[src/rtl/dma_seq_pkg.sv]
package dma_seq_pkg;
  typedef enum logic [2:0] {
    ST_IDLE = 3'd0,
    ST_S1   = 3'd1,
    ST_S2   = 3'd2,
    ST_S3   = 3'd3,
    ST_SW   = 3'd4,
    ST_S4   = 3'd5
  } seq_state_e;
endpackage

[src/rtl/dma_seq_wait.sv]
module dma_seq_wait #(
  parameter int WW = 4
) (
  input  logic          clk_i,
  input  logic          rst_ni,
  input  logic          load_i,
  input  logic [WW-1:0] ws_i,
  output logic          zero_o
);
  logic [WW-1:0] cnt_q;

  always_ff @(posedge clk_i or negedge rst_ni) begin
    if (!rst_ni)             cnt_q <= '0;
    else if (load_i)         cnt_q <= ws_i;
    else if (cnt_q != '0)    cnt_q <= cnt_q - 1'b1;
  end

  assign zero_o = (cnt_q == '0);
endmodule

[src/rtl/dma_seq_track.sv]
module dma_seq_track #(
  parameter int AW = 16,
  parameter int CW = 8
) (
  input  logic          clk_i,
  input  logic          rst_ni,
  input  logic          idle_i,
  input  logic          s2_i,
  input  logic          down_i,
  input  logic [AW-1:0] addr_i,
  input  logic [CW-1:0] count_i,
  output logic          need_s1_o,
  output logic          last_o,
  output logic          last_now_o
);
  logic need_q, last_q, wrap;

  // low byte carries or borrows into bit 8 on the coming step
  assign wrap       = down_i ? (addr_i[7:0] == 8'h00) : (addr_i[7:0] == 8'hFF);
  assign last_now_o = (count_i == '0);

  always_ff @(posedge clk_i or negedge rst_ni) begin
    if (!rst_ni) begin
      need_q <= 1'b1;
      last_q <= 1'b0;
    end else if (idle_i) begin
      need_q <= 1'b1;
      last_q <= 1'b0;
    end else if (s2_i) begin
      need_q <= wrap;
      last_q <= last_now_o;
    end
  end

  assign need_s1_o = need_q;
  assign last_o    = last_q;
endmodule

[src/rtl/dma_seq_fsm.sv]
module dma_seq_fsm
  import dma_seq_pkg::*;
(
  input  logic       clk_i,
  input  logic       rst_ni,
  input  logic       req_i,
  input  logic       block_i,
  input  logic       comp_i,
  input  logic       need_s1_i,
  input  logic       last_i,
  input  logic       wait_zero_i,
  output seq_state_e state_o,
  output logic       wait_load_o
);
  seq_state_e state_q, state_n;

  always_comb begin
    state_n = state_q;
    unique case (state_q)
      ST_IDLE: if (req_i) state_n = ST_S1;
      ST_S1:   state_n = ST_S2;
      ST_S2:   state_n = comp_i ? ST_SW : ST_S3;
      ST_S3:   state_n = ST_SW;
      ST_SW:   if (wait_zero_i) state_n = ST_S4;
      ST_S4: begin
        if (last_i || !(block_i || req_i)) state_n = ST_IDLE;
        else state_n = need_s1_i ? ST_S1 : ST_S2;
      end
      default: state_n = ST_IDLE;
    endcase
  end

  always_ff @(posedge clk_i or negedge rst_ni) begin
    if (!rst_ni) state_q <= ST_IDLE;
    else         state_q <= state_n;
  end

  assign wait_load_o = (state_n == ST_SW) && (state_q != ST_SW);
  assign state_o     = state_q;
endmodule

[src/rtl/dma_seq_out.sv]
module dma_seq_out
  import dma_seq_pkg::*;
(
  input  seq_state_e state_i,
  input  logic       comp_i,
  input  logic       last_i,
  input  logic       last_now_i,
  output logic       addr_stb_o,
  output logic       rd_cmd_o,
  output logic       wr_cmd_o,
  output logic       tc_o,
  output logic       step_o
);
  logic in_s2, in_mid;

  assign in_s2      = (state_i == ST_S2);
  assign in_mid     = (state_i == ST_S3) || (state_i == ST_SW);
  assign addr_stb_o = (state_i == ST_S1);
  assign rd_cmd_o   = in_s2 || in_mid;
  assign wr_cmd_o   = in_mid || (in_s2 && comp_i);
  assign tc_o       = (in_s2 && comp_i && last_now_i) ||
                      ((state_i == ST_S4) && !comp_i && last_i);
  assign step_o     = (state_i == ST_S4);
endmodule

[src/rtl/dma_xfer_seq.sv]
module dma_xfer_seq
  import dma_seq_pkg::*;
#(
  parameter int AW = 16,
  parameter int CW = 8,
  parameter int WW = 4
) (
  input  logic          clk_i,
  input  logic          rst_ni,
  input  logic          req_i,
  input  logic          block_mode_i,
  input  logic          mem2mem_i,
  input  logic          compress_i,
  input  logic          addr_down_i,
  input  logic [WW-1:0] wait_i,
  input  logic [AW-1:0] addr_i,
  input  logic [CW-1:0] count_i,
  output logic [2:0]    state_o,
  output logic          addr_stb_o,
  output logic          rd_cmd_o,
  output logic          wr_cmd_o,
  output logic          tc_o,
  output logic          step_o
);
  seq_state_e state;
  logic comp_eff, need_s1, last, last_now, wait_load, wait_zero;

  assign comp_eff = compress_i && !mem2mem_i;

  dma_seq_track #(.AW(AW), .CW(CW)) i_track (
    .clk_i, .rst_ni,
    .idle_i     (state == ST_IDLE),
    .s2_i       (state == ST_S2),
    .down_i     (addr_down_i),
    .addr_i, .count_i,
    .need_s1_o  (need_s1),
    .last_o     (last),
    .last_now_o (last_now)
  );

  dma_seq_wait #(.WW(WW)) i_wait (
    .clk_i, .rst_ni,
    .load_i (wait_load),
    .ws_i   (wait_i),
    .zero_o (wait_zero)
  );

  dma_seq_fsm i_fsm (
    .clk_i, .rst_ni,
    .req_i, .block_i(block_mode_i), .comp_i(comp_eff),
    .need_s1_i(need_s1), .last_i(last), .wait_zero_i(wait_zero),
    .state_o(state), .wait_load_o(wait_load)
  );

  dma_seq_out i_out (
    .state_i(state), .comp_i(comp_eff), .last_i(last), .last_now_i(last_now),
    .addr_stb_o, .rd_cmd_o, .wr_cmd_o, .tc_o, .step_o
  );

  assign state_o = state;
endmodule

[config.mk]
export PLATFORM = sky130hd
export DESIGN_NAME = dma_xfer_seq
export DESIGN_NICKNAME = d
export VERILOG_FILES = /design/src/rtl/dma_seq_pkg.sv /design/src/rtl/dma_seq_wait.sv /design/src/rtl/dma_seq_track.sv /design/src/rtl/dma_seq_fsm.sv /design/src/rtl/dma_seq_out.sv /design/src/rtl/dma_xfer_seq.sv
export SDC_FILE = /design/constraint.sdc
export NUM_CORES = 1
export LEC_CHECK = 0
export ABC_CLOCK_PERIOD_IN_PS = 1940
export CORE_MARGIN = 5
export CORE_UTILIZATION = 33
export CTS_BUF_LIST = sky130_fd_sc_hd__clkbuf_16
export DETAILED_ROUTE_END_ITERATION = 10
export PLACE_DENSITY_LB_ADDON = 0.05
export SYNTH_ARGS = -nofsm -noshare
export SYNTH_HDL_FRONTEND = slang
export SYNTH_SLANG_ARGS = --single-unit
[constraint.sdc]
create_clock -name clk_i -period 1.94 [get_ports clk_i]
set_clock_uncertainty 0.05 [all_clocks]
set_input_delay 0.194 -clock clk_i [delete_from_list [all_inputs] [get_ports clk_i]]
set_output_delay 0.194 -clock clk_i [all_outputs]
set_load 0.01 [all_outputs]
==> results list <==
- Outcome: completed
- Cts bufs inserted: 3
- In this run the power density over the cells is 1247 nW/um^2.
- In the routed layout, each cell is associated on average with a via count of 4.672.
- Shortest clock period the worst path allows after layout: 1794 ps
- Critical Setup Path Class: register to output port
* LEAKAGE: 0.4829 nW
* Routed wire length: 1485 um
- Total inserted antenna cells: 0
* Overall routing resource usage: 11.32%
- STA puts the critical path data required time at 1700 ps.
- In the final layout, flip-flops and latches occupy 229.0 um^2.
- Transition time of the tightest slew-check pin: 402.0 ps
* Gr ovfl total: 0
- Cell count after synthesis: 63
- Max-cap violations in this run came to 0.
- Antenna violations before repair: 0
- On the worst path, the slowest cell contributes a delay of 410 ps.
* Slew Limit Fails: 0
- Worst-path maximum fanout: 6
- Area inside the core boundary: 1708 um^2
* Average routed wire per standard cell: 11.34 um
- Iter 0 DRT Violations: 3
- Worst path buffer plus inverter count: 2
* RSZ-0062 raised after global routing: false
* Clock tree from TritonCTS: done
- Wire length of the first global-routing pass: 2235 um
- The clock drives 9 sinks.
- Timing would allow up to 0.5575 GHz.
- During placement, the flow inserted port buffers numbering 34.
- Cell class contributing the biggest share of worst-path delay: buffers and inverters
- From bottom edge to top edge, the die measures 52.31 um.
- Proportion of synthesized chip area in sequential cells: 38.35%
- Summed over all nets, the half-perimeter wirelength after detailed placement is 1209 um.
- STA classifies the critical path startpoint as a register.
- The number of global-route vias before repair is 571.
- In the post-route analysis, the smallest setup slack over all paths is 146.2 ps.
- Of the available clock period, the critical path in the final layout requires 92.47%.
- The worst-case IR drop observed on VDD is 0.6413 mV.
- Remaining antenna violation count: 0
- Number of rows created at floorplan: 15
* # DRC: 0
- Fraction of final layout cells sized beyond drive strength 1: 19.81%
- For this run, the number of Yosys warnings is 0.
* Setup-failing EPs final: 0
- Highest-delay cell along the critical path: sky130_fd_sc_hd__dfrtp_2
- Largest net degree at the start of global routing: 10
- Worst min-delay path class: input port to asynchronous set/reset pin
* Top-area cell type share of the netlist area: 33.90%
- Drt first pass iters: 3
* Top area cells in the synthesized netlist: sky130_fd_sc_hd__dfrtp_1, sky130_fd_sc_hd__mux2_2, sky130_fd_sc_hd__dfstp_2
* Boundary Pins: 43
- Synth unique cells: 29
* Clk Latency, worst-skew pair: 230 ps
* Worst-case clock buffer depth: 2
* Cell area after technology mapping: 590.6 um^2
* CTS clk-pin slew, worst paths: 40 ps
- Hold violation total from the final report: 0
- Measured along the x axis, the die boundary spans 52.31 um.
* Critical-path cell list: buf_4, nor2_1, nand4_1, mux2i_1, dlygate4sd2_1
- Routability congestion estimate: 0.7816
- Synthesized Nets: 99
- Number of filler cells placed in the layout: 147
- Relative max-transition margin: 72.51%
- Flip-flop and latch count after synthesis: 9
- Combined area of the multi-input logic cells: 336.6 um^2
- Post-Place Worst Slack: -73.34 ps
- Data arrival time of the worst path: 1550 ps
- Vias after detailed routing: 612
- The tree is rooted in a sky130_fd_sc_hd__clkbuf_16.
- Avg Inst Size Synth: 9.374 um^2
- In this run the number of H-tree levels came out at 1.
* Initial core utilization: 34.58%
- The largest total area in the synthesized netlist belongs to sky130_fd_sc_hd__dfrtp_1.
- NumNets Final: 143
- Worst Setup End Kind: output port
* Full die area: 2736 um^2
* Layout overhead on the synthesized area: 83.47%
* Overall power of the completed layout: 1.352 mW
==> what timing repair did <==
item | in CTS | in global routing
endpoints found under the setup margin | 3 | 1
buffers inserted | 1 | 1
gates resized for setup | 4 | 1
hold buffers | 0 | 0
==> routing by layer <==
metal / wire (um) / up-vias / track usage [%]
met5: 0 / - / 0
met4: 0 / 0 / 3.830
met3: 120 / 0 / 6.838
met2: 759 / 17 / 20.87
met1: 605 / 272 / 9.896
li1: - / 323 / -
==> layout make-up <==
type	count	area share, %
clock buffers	3	6.928
clock inverters	1	0.3464
inverters	6	2.079
multi-input cells	47	31.06
flip-flops and latches	9	21.13
well taps	25	2.887
repair buffers	40	35.57
==> Yosys cell counts <==
cell type                   count
sky130_fd_sc_hd__xnor2_1        1
sky130_fd_sc_hd__nor2b_1        1
sky130_fd_sc_hd__or3b_4         1
sky130_fd_sc_hd__mux2i_1        2
sky130_fd_sc_hd__and4b_1        1
sky130_fd_sc_hd__o21ai_1        1
sky130_fd_sc_hd__mux2_2         5
sky130_fd_sc_hd__nor4_1         3
sky130_fd_sc_hd__a211o_2        1
sky130_fd_sc_hd__o211ai_1       1
sky130_fd_sc_hd__nor4b_1        1
sky130_fd_sc_hd__ha_1           1
sky130_fd_sc_hd__nand3b_1       2
sky130_fd_sc_hd__or4_1          1
sky130_fd_sc_hd__o21ai_0        3
sky130_fd_sc_hd__and2b_2        1
sky130_fd_sc_hd__dfstp_2        1
sky130_fd_sc_hd__nand4_1        2
sky130_fd_sc_hd__o32a_1         1
sky130_fd_sc_hd__clkbuf_2       1
sky130_fd_sc_hd__nor3_1         3
sky130_fd_sc_hd__nor4b_2        1
sky130_fd_sc_hd__inv_1          6
sky130_fd_sc_hd__nor2_1         5
sky130_fd_sc_hd__dfrtp_1        8
sky130_fd_sc_hd__nand3_1        1
sky130_fd_sc_hd__nor3b_1        1
sky130_fd_sc_hd__a2111oi_0      1
sky130_fd_sc_hd__nand2_1        6
==> worst register-to-register path: cells and delay by family (launching register included) <==
family / cells / cell delay, ps
buffers and inverters: 1 / 70
flip-flops: 1 / 390
adder cells (fa/ha/maj): 1 / 220
AND/OR/NAND/NOR: 1 / 370
multiplexers: 2 / 410
==> where the power goes <==
group / total, mW / switching (mW) / internal [mW] / leakage [nW]
Combinational: 0.647 / 0.258 / 0.388 / 0.333
Sequential: 0.352 / 0.0727 / 0.279 / 0.108
Clock: 0.353 / 0.0843 / 0.269 / 0.0423
Total: 1.35 / 0.415 / 0.936 / 0.483
==> flip-flops by register name, indices dropped and copies added (netlist names) <==
register / flops
i_track.last_o: 1
i_wait.cnt_q: 4
i_track.need_s1_o: 1
i_fsm.state_o: 3
==> cells in the final DEF, fill, tap and decap left out, drive strengths merged, types with 2 or more instances in the layout <==
cell           instances
dfrtp                  8
dlygate4sd2            2
nor4                   3
nor3                   3
mux2                   5
inv                    7
clkbuf                 3
nand2                  6
nor4b                  2
nor2                   5
clkdlybuf4s50         31
mux2i                  2
o21ai                  4
nand3b                 2
nand4                  2
buf                    6
==> path summary, 6_finish.rpt <==
kind	from	to	slack (ps)	cells after the start
hold reg to reg	i_track.need_s1_o	i_track.need_s1_o	470	1
setup reg to reg	i_wait.cnt_q[0]	i_wait.cnt_q[1]	310	5
min in group clk_i	i_track.need_s1_o	i_track.need_s1_o	470	1
hold / removal	rst_ni	i_fsm.state_o[1]	210	1
setup / recovery	i_fsm.state_o[2]	tc_o	150	5
max in group asynchronous	rst_ni	i_track.need_s1_o	1310	1
==> through the flow <==
| step | TNS, ps | hold slack (ps) | util (%) | cell area (um^2) | instances |
|---|---|---|---|---|---|
| floorplan | 0 | -151.6 | - | 590.6 | 63 |
| global placement | -74.01 | 470.3 | 57.80 | 987.2 | 125 |
| detailed placement | -73.34 | 471.0 | 57.80 | 987.2 | 125 |
| CTS | 0 | 225.7 | 62.86 | 1074 | 130 |
| global route | 0 | 245.6 | 63.44 | 1084 | 131 |
| finish | 0 | 211.2 | 63.44 | 1084 | 131 |
==> cells by family (layout without fill, tap and decap cells) <==
group | count (synthesis) | count (layout) | synth area share [%]
compound gates | 8 | 8 | 9.533
xor+xnor | 1 | 1 | 1.483
fa+ha+maj | 1 | 1 | 2.118
buf+inv | 7 | 50 | 4.660
flops | 9 | 9 | 38.35
mux | 7 | 7 | 12.92
simple gates | 30 | 30 | 30.93
(Power assumes the default switching activity.)
